==> src/rtl/baud_gen_pkg.sv <==
// Package: shared widths, reset values and limits for the baud tick generator.
package baud_gen_pkg;
    localparam int DIV_W     = 16;        // first-stage divisor width
    localparam int SPB_W     = 8;         // samples-per-bit field width
    localparam int PRE_RATIO = 8;         // slow source divides by this
    localparam logic [DIV_W-1:0] DIV_RESET = 16'h028B;
    localparam logic [SPB_W-1:0] SPB_RESET = 8'h0F;
    localparam logic [SPB_W-1:0] SPB_MIN   = 8'd4;
endpackage

==> src/rtl/bgen_cfg_regs.sv <==
// Module: bgen_cfg_regs
// Holds the divisor and samples-per-bit settings. It refuses field values
// below MIN, and it raises a one-cycle restart for every accepted write.
// Assumes: writes are single-cycle strobes in the clk domain.
module bgen_cfg_regs #(
    parameter int DIV_W = 16,
    parameter int SPB_W = 8,
    parameter logic [DIV_W-1:0] DIV_INIT = '0,
    parameter logic [SPB_W-1:0] SPB_INIT = '0,
    parameter logic [SPB_W-1:0] SPB_MIN  = '0
) (
    input  logic             clk,
    input  logic             rst_n,
    input  logic             div_wr,
    input  logic [DIV_W-1:0] div_val,
    input  logic             spb_wr,
    input  logic [SPB_W-1:0] spb_val,
    output logic [DIV_W-1:0] div_q,
    output logic [SPB_W-1:0] spb_q,
    output logic             restart
);
    logic spb_ok;

    // Purpose: decide whether a field write is legal.
    always_comb spb_ok = spb_wr && (spb_val >= SPB_MIN);

    // Purpose: an accepted write of either setting restarts the counters.
    always_comb restart = div_wr || spb_ok;

    // Purpose: setting storage with reset defaults.
    always_ff @(posedge clk) begin
        if (!rst_n) begin
            div_q <= DIV_INIT;
            spb_q <= SPB_INIT;
        end else begin
            if (div_wr) div_q <= div_val;
            if (spb_ok) spb_q <= spb_val;
        end
    end
endmodule

==> src/rtl/bgen_prescale.sv <==
// Module: bgen_prescale
// Makes the source enable. It is high every cycle when sel is 0, and high
// once every RATIO cycles when sel is 1.
// Assumes: RATIO >= 2; restart realigns the phase.
module bgen_prescale #(
    parameter int RATIO = 8
) (
    input  logic clk,
    input  logic rst_n,
    input  logic restart,
    input  logic sel,
    output logic src_en
);
    localparam int CW = (RATIO > 1) ? $clog2(RATIO) : 1;
    localparam logic [CW-1:0] LAST = CW'(RATIO - 1);

    logic [CW-1:0] cnt;

    // Purpose: free-running phase counter that wraps at RATIO-1.
    always_ff @(posedge clk) begin
        if (!rst_n || restart) cnt <= '0;
        else if (cnt == LAST)  cnt <= '0;
        else                   cnt <= cnt + 1'b1;
    end

    // Purpose: pass every cycle, or only the terminal phase.
    always_comb src_en = sel ? (cnt == LAST) : 1'b1;
endmodule

==> src/rtl/bgen_count_div.sv <==
// Module: bgen_count_div
// Counts enable pulses from 0 up to LAST and pulses on the enable that
// reaches LAST. Used for both stages.
// Assumes: LAST is stable between restarts; active=0 freezes the counter.
module bgen_count_div #(
    parameter int W = 16
) (
    input  logic         clk,
    input  logic         rst_n,
    input  logic         restart,
    input  logic         en,
    input  logic         active,
    input  logic [W-1:0] last,
    output logic         pulse
);
    logic [W-1:0] cnt;

    // Purpose: count enables and wrap at the terminal value.
    always_ff @(posedge clk) begin
        if (!rst_n || restart)  cnt <= '0;
        else if (en && active)  cnt <= (cnt >= last) ? '0 : cnt + 1'b1;
    end

    // Purpose: strobe on the enable that completes the count.
    always_comb pulse = en && active && (cnt >= last);
endmodule

==> src/rtl/baud_tick_gen.sv <==
// Module: baud_tick_gen (top)
// Chain: source select -> divisor stage (sample tick) -> samples-per-bit
// stage (bit tick). A zero divisor holds both ticks low.
// Assumes: clk is the reference clock; all inputs are synchronous to it.
module baud_tick_gen
    import baud_gen_pkg::*;
(
    input  logic             clk,
    input  logic             rst_n,
    input  logic             div_wr,
    input  logic [DIV_W-1:0] div_val,
    input  logic             spb_wr,
    input  logic [SPB_W-1:0] spb_val,
    input  logic             pre8_sel,
    output logic             sample_tick,
    output logic             bit_tick
);
    logic [DIV_W-1:0] div_q;
    logic [SPB_W-1:0] spb_q;
    logic             restart;
    logic             src_en;
    logic             div_on;
    logic [DIV_W-1:0] div_last;

    bgen_cfg_regs #(
        .DIV_W(DIV_W), .SPB_W(SPB_W),
        .DIV_INIT(DIV_RESET), .SPB_INIT(SPB_RESET), .SPB_MIN(SPB_MIN)
    ) u_cfg (
        .clk(clk), .rst_n(rst_n),
        .div_wr(div_wr), .div_val(div_val),
        .spb_wr(spb_wr), .spb_val(spb_val),
        .div_q(div_q), .spb_q(spb_q), .restart(restart)
    );

    bgen_prescale #(.RATIO(PRE_RATIO)) u_pre (
        .clk(clk), .rst_n(rst_n), .restart(restart),
        .sel(pre8_sel), .src_en(src_en)
    );

    // Purpose: a zero divisor disables; otherwise wrap at divisor-1.
    always_comb begin
        div_on   = (div_q != '0);
        div_last = div_q - 1'b1;
    end

    bgen_count_div #(.W(DIV_W)) u_sample (
        .clk(clk), .rst_n(rst_n), .restart(restart),
        .en(src_en), .active(div_on), .last(div_last),
        .pulse(sample_tick)
    );

    bgen_count_div #(.W(SPB_W)) u_bit (
        .clk(clk), .rst_n(rst_n), .restart(restart),
        .en(sample_tick), .active(1'b1), .last(spb_q),
        .pulse(bit_tick)
    );
endmodule

==> config.mk <==
export PLATFORM = sky130hd
export DESIGN_NAME = baud_tick_gen
export DESIGN_NICKNAME = d
export VERILOG_FILES = /design/src/rtl/baud_gen_pkg.sv /design/src/rtl/bgen_cfg_regs.sv /design/src/rtl/bgen_prescale.sv /design/src/rtl/bgen_count_div.sv /design/src/rtl/baud_tick_gen.sv
export SDC_FILE = /design/constraint.sdc
export NUM_CORES = 1
export LEC_CHECK = 0
export BUFFER_PORTS_ARGS = -buffer_cell sky130_fd_sc_hd__buf_2
export CORE_MARGIN = 2
export CORE_UTILIZATION = 60
export CTS_CLUSTER_SIZE = 20
export DETAILED_ROUTE_END_ITERATION = 8
export PLACE_DENSITY_LB_ADDON = 0.15
export SLEW_MARGIN = 5
export SYNTH_ARGS = -nofsm -noshare
export SYNTH_HDL_FRONTEND = slang
export SYNTH_SLANG_ARGS = --single-unit
==> constraint.sdc <==
create_clock -name clk -period 11 [get_ports clk]
set_clock_uncertainty 0.05 [all_clocks]
set_input_delay 2.75 -clock clk [delete_from_list [all_inputs] [get_ports clk]]
set_output_delay 2.75 -clock clk [all_outputs]
set_load 0.02 [all_outputs]
==> metrics.csv, run 1 <==
metric;value;unit
FF+latch count, synth;51;
Synth Area in Adders;0.120;
global routing's busiest layer;met2;
leading cell type in the layout, fill and taps excluded;dfxtp_1;
first-pass GRT wire length;9.63;mm
share of layout cells above drive strength 1;0.136;
Synth Flop Type;dfxtp_1;
setup TNS;0;ns
Area Growth Syn to Fin;8.54;%
Clock Latency Late Sink;0.31;ns
grt ovf;0;
VDD IR max;0.0000882;V
worst hold path type;reg -> reg;
wire length per cell;12.9;um
synthesis warning total;0;
Synthesized Nets;405;
postcts setup bufs;0;
CTS tree;yes;
number of enable flip-flop cells after synthesis;0;
Seq/Total Area, Yosys;0.338;
total CTS buffers;5;
Worst Tran Pin Value;0.709;ns
clk root buf;clkbuf_8;
die height;74.9;um
Util after Layout;0.685;
Clk pin slew, worst setup/hold paths;0.09;ns
worst-path fanout max;8;
fin nets;433;
final hold violations;0;
max-slew violations;0;
PostCTS Resize Cnt;0;
library cells used by synthesis;47;
vias per cell;5.38;
Global Route met1 Usage;0.324;
vias;2383;
Fin Hold WS;0.390;ns
met3 Use GR;0.0482;
DRC;0;
Post-Synth XOR/XNOR Area;0.0841;
PD cells;103;mW/mm2
initial antenna violation count;0;
Post-Synth Simple-Gate Area;0.257;
largest net degree at the start of global routing;27;
HPWL after DPL;4.37;mm
Die Wd;74.9;um
IO Pins;31;
htree depth;2;
Max Cap Viol;0;
final setup fails;0;
routed wire length;5.74;mm
row cnt;25;
relative slew slack;0.522;
Post-synth ARST share;0;
Cell Area, Placed;0.00320;mm2
fill count;416;
Clock Tree Buf Depth;2;
status;complete, no violations;
final worst path period share;0.621;
RePlAce Congestion;0.843;
final instance area;0.00328;mm2
initial core utilization;0.631;
Antenna diodes;0;
Tot GR Track Use;0.225;
Synth Instances;347;
RSZ-0062 raised after global routing;no;
Routed Antenna Nets;0;
DR pass1 iterations;4;
multiplexer share of the synthesized area;0.0530;
Worst EP required;8.20;ns
Tmin final;6.83;ns
main combinational cell family by area after synthesis;simple AND/OR/NAND/NOR gates;
leakage power;1.29;nW
CP startpoint kind;register;
M2 GR Usage;0.330;
commonest cells after routing, fill and taps aside;dfxtp_1 (51), nand2_1 (43), nor2_1 (30), buf_2 (30), ha_1 (29);
DR iter-0 viols;105;
crit path DAT;4.03;ns
core area;0.00479;mm2
count of input and output buffers;30;
clk sinks;51;
die footprint;0.00562;mm2
synthesized area per cell;8.70;um2
Compound-Gate Fraction of Synth Area;0.104;
CP endpoint kind;output pin;
Max Freq;146;MHz
WS Path Type;reg -> out;
Mapped Area;0.00302;mm2
number of global-route vias before repair;2149;
CTS Hold Buffers Added;0;
==> cells by family (layout without fill, tap and decap cells) <==
group | Yosys count | count (layout)
compound gates | 43 | 43
xor+xnor | 29 | 29
fa+ha+maj | 29 | 29
buf+inv | 28 | 57
flops | 51 | 51
mux | 16 | 16
simple gates | 151 | 151
==> cell usage after synthesis (2+ instances only) <==
cell type	number	area [um2]
ha_1	29	363
clkbuf_1	4	15.0
buf_6	3	33.8
xor2_1	5	43.8
nand2b_1	2	12.5
dfxtp_1	51	1020
a32o_1	6	60.1
nor3_1	23	115
o21ai_0	7	35.0
a21oi_1	14	70.1
or2_2	3	18.8
nand4_1	4	25.0
a21boi_0	2	15.0
nor4_1	2	12.5
nor3b_1	4	30.0
xnor2_1	24	210
o21ai_4	2	32.5
nor2_1	30	113
inv_1	18	67.6
o21a_1	2	15.0
a22oi_1	2	15.0
nor2b_1	15	93.8
or4_4	2	22.5
nand3_1	11	55.1
nand2_1	43	161
o211ai_1	3	22.5
mux2i_1	16	160
==> registers in the layout, indices dropped and copies added, names as in the netlist <==
name	cells
u_sample.cnt	16
u_cfg.spb_q	8
u_bit.cnt	8
u_cfg.div_q	16
u_pre.cnt	3
==> where the power goes <==
| group | internal [W] | total (W) | switching [W] | leakage [nW] |
|---|---|---|---|---|
| Sequential | 0.000190 | 0.000196 | 0.00000546 | 0.416 |
| Combinational | 0.0000170 | 0.0000368 | 0.0000198 | 0.834 |
| Clock | 0.0000448 | 0.000106 | 0.0000607 | 0.0422 |
| Total | 0.000252 | 0.000338 | 0.0000860 | 1.29 |
==> worst max-delay path, stage by stage, from the launching register on <==
cell and delay, ns:
dfxtp_1 0.32, inv_1 0.11, ha_1 0.21, or4b_1 0.53, or4_4 0.51, nor4_1 0.26
xnor2_1 0.12, ha_1 0.29, nand4_1 0.14, nor3_1 0.27, o311ai_0 0.19, nand4_1 0.29
nand2_1 0.18, nor2_1 0.13, buf_2 0.17
==> final cells by class <==
cell class                      count  area, um2  area share
Tap cell                           67       83.8      0.0256
Inverter                           18       67.6      0.0206
Clock buffer                        7       76.3      0.0233
Multi-Input combinational cell    268       1870       0.569
Clock inverter                      1       5.00     0.00153
Timing Repair Buffer               31        158      0.0481
Sequential cell                    51       1020       0.312
==> path summary, 6_finish.rpt <==
kind                                from  cells past startpoint                            end  slack, ns
max          u_cfg.div_q[0]$_SDFFE_PN1P_                     14                       bit_tick       4.17
min              u_pre.cnt[0]$_SDFF_PP0_                      1        u_pre.cnt[0]$_SDFF_PP0_       0.39
max reg2reg  u_cfg.div_q[0]$_SDFFE_PN1P_                     13  u_sample.cnt[11]$_SDFFE_PP0P_       7.13
min reg2reg      u_pre.cnt[0]$_SDFF_PP0_                      1        u_pre.cnt[0]$_SDFF_PP0_       0.39
==> layer usage <==
| layer | wire length [um] | share of wire |
|---|---|---|
| met1 | 3070 | 0.54 |
| met2 | 2330 | 0.41 |
| met3 | 236 | 0.041 |
| met4 | 96 | 0.017 |
| met5 | 0 | 0 |
==> per-stage QoR <==
step | setup WS [ns] | power (W) | instances
after global routing | 3.79 | 0.000353 | 443
after global placement | 4.30 | 0.000235 | 435
after CTS | 4.14 | 0.000341 | 443
final | 4.17 | 0.000338 | 443
after floorplan | 4.60 | 0.000226 | 347
after detailed placement | 4.27 | 0.000237 | 435
(Power assumes the default switching activity.)
==> run 2, diff against run 1 <==
CORE_UTILIZATION = 53   (was 60)
clock period = 6 ns   (was 11 ns; I/O delays follow)
==> run 2 against run 1 <==
Against the previous run: global-route usage shrank 2.0 points; critical endpoint unchanged; sequential share of layout area shrank 0.059 points; clock-buffer cell count is the same; critical path depth is the same.
==> metrics.csv, run 2 (synthesis results as in run 1) <==
metric;value;unit;change
status;complete, no violations;;
leakage power;1.29;nW;unchanged
clk root buf;clkbuf_8;;
VDD IR max;0.000143;V;+62%
Routed Antenna Nets;0;;unchanged
final hold violations;0;;unchanged
clk sinks;51;;unchanged
CP startpoint kind;register;;
CP endpoint kind;output pin;;
count of input and output buffers;30;;unchanged
IO Pins;31;;unchanged
largest net degree at the start of global routing;27;;unchanged
HPWL after DPL;4.62;mm;+5.7%
commonest cells after routing, fill and taps aside;dfxtp_1 (51), nand2_1 (43), nor2_1 (30), buf_2 (30), ha_1 (29);;
Top Registers;u_cfg.div_q: 16 flops, u_sample.cnt: 16 flops;;
wire length per cell;13.4;um;+3.3%
fin nets;433;;unchanged
routed wire length;5.99;mm;+4.5%
DRC;0;;unchanged
vias;2420;;+1.6%
worst-path fanout max;8;;unchanged
row cnt;27;;+8.0%
PD cells;188;mW/mm2;+82%
die footprint;0.00632;mm2;+12%
initial core utilization;0.548;;-0.0826
htree depth;2;;unchanged
die height;79.5;um;+6.1%
relative slew slack;0.496;;-0.0258
final setup fails;0;;unchanged
leading cell type in the layout, fill and taps excluded;dfxtp_1;;
grt ovf;0;;unchanged
total CTS buffers;5;;unchanged
PostCTS Resize Cnt;0;;unchanged
worst hold path type;reg -> reg;;
Clock Latency Late Sink;0.30;ns;about the same
CTS tree;yes;;
initial antenna violation count;0;;unchanged
Internal;0.000462;W;+83%
core area;0.00551;mm2;+15%
Max Cap Viol;0;;unchanged
Psw;0.000155;W;+80%
Reg power frac;0.582;;+0.003
Die Wd;79.5;um;+6.1%
number of global-route vias before repair;2258;;+5.1%
Logic pwr share;0.111;;+0.002
Clock Tree Buf Depth;2;;unchanged
Worst EP required;4.45;ns;-3.75 ns
WS Path Type;reg -> out;;
share of layout cells above drive strength 1;0.136;;unchanged
Clk pin slew, worst setup/hold paths;0.09;ns;about the same
DR pass1 iterations;4;;unchanged
Antenna diodes;0;;unchanged
Worst Tran Pin Value;0.748;ns;+0.0383 ns
CTS Hold Buffers Added;0;;unchanged
max-slew violations;0;;unchanged
vias per cell;5.40;;+0.42%
total power;0.000617;W;+82%
sw frac;0.251;;-0.00380
Area Growth Syn to Fin;8.74;%;
Max Freq;177;MHz;
Tot GR Track Use;0.206;;-0.0197
Tmin final;5.64;ns;
clock power share;0.307;;-0.005
setup TNS;0;ns;unchanged
RePlAce Congestion;0.929;;+10%
DR iter-0 viols;150;;+43%
first-pass GRT wire length;10.4;mm;+7.7%
postcts setup bufs;0;;unchanged
final worst path period share;0.940;;
RSZ-0062 raised after global routing;no;;
crit path DAT;4.09;ns;+0.06 ns
Util after Layout;0.596;;-0.0885
[run 2: cell counts in the layout (fill, tap and decap cells not counted)]
No cell type changed its count.
[run 2: area by class of cell]
cell class                      count  area, um2
Clock buffer                        7       76.3
Clock inverter                      1       5.00
Fill cell                         504       2220
Inverter                           18       67.6
Multi-Input combinational cell    268       1870
Sequential cell                    51       1020
Tap cell                           72       90.1
Timing Repair Buffer               31        158
[run 2: layer usage]
metal	vias to the layer above	wire length, um	track usage
met2	44	2580	0.315
met3	12	237	0.0362
met4	0	86	0.0621
met5	-	0	0
met1	1104	3090	0.294
li1	1260	-	-
[run 2: stage by stage]
stage               hold WS [ns]  worst slack (ns)  cell area [um2]  cells
finish                     0.382             0.358             3280    448
floorplan                  0.358              1.04             3020    347
global placement           0.371             0.935             3200    440
detailed placement         0.377             0.754             3200    440
global route               0.408            0.0938             3280    448
CTS                        0.390             0.370             3280    448
[run 2: power by group through the flow]
stage               clock, W  combinational (W)  sequential (W)
floorplan                  0          0.0000501        0.000364
global placement           0          0.0000663        0.000366
detailed placement         0          0.0000679        0.000367
CTS                 0.000197          0.0000689        0.000359
global route        0.000208          0.0000776        0.000360
finish              0.000189          0.0000685        0.000359
[run 2: path summary, 6_finish.rpt]
| path | start | endpoint | slack, ns | cells past startpoint |
|---|---|---|---|---|
| min reg2reg | u_pre.cnt[0]$_SDFF_PP0_ | u_pre.cnt[0]$_SDFF_PP0_ | 0.38 | 1 |
| max reg2reg | u_cfg.div_q[0]$_SDFFE_PN1P_ | u_sample.cnt[6]$_SDFFE_PP0P_ | 2.04 | 13 |
| max | u_cfg.div_q[0]$_SDFFE_PN1P_ | bit_tick | 0.36 | 14 |
| min | u_pre.cnt[0]$_SDFF_PP0_ | u_pre.cnt[0]$_SDFF_PP0_ | 0.38 | 1 |
[run 2: critical path, cell delays in order, from the launching register on]
cell and delay (ns):
dfxtp_1 0.32, inv_1 0.10, ha_1 0.22, or4b_1 0.55, or4_4 0.51, nor4_1 0.26, xnor2_1 0.13, ha_1 0.30
nand4_1 0.15, nor3_1 0.29, o311ai_0 0.21, nand4_1 0.28, nand2_1 0.16, nor2_1 0.15, buf_2 0.17
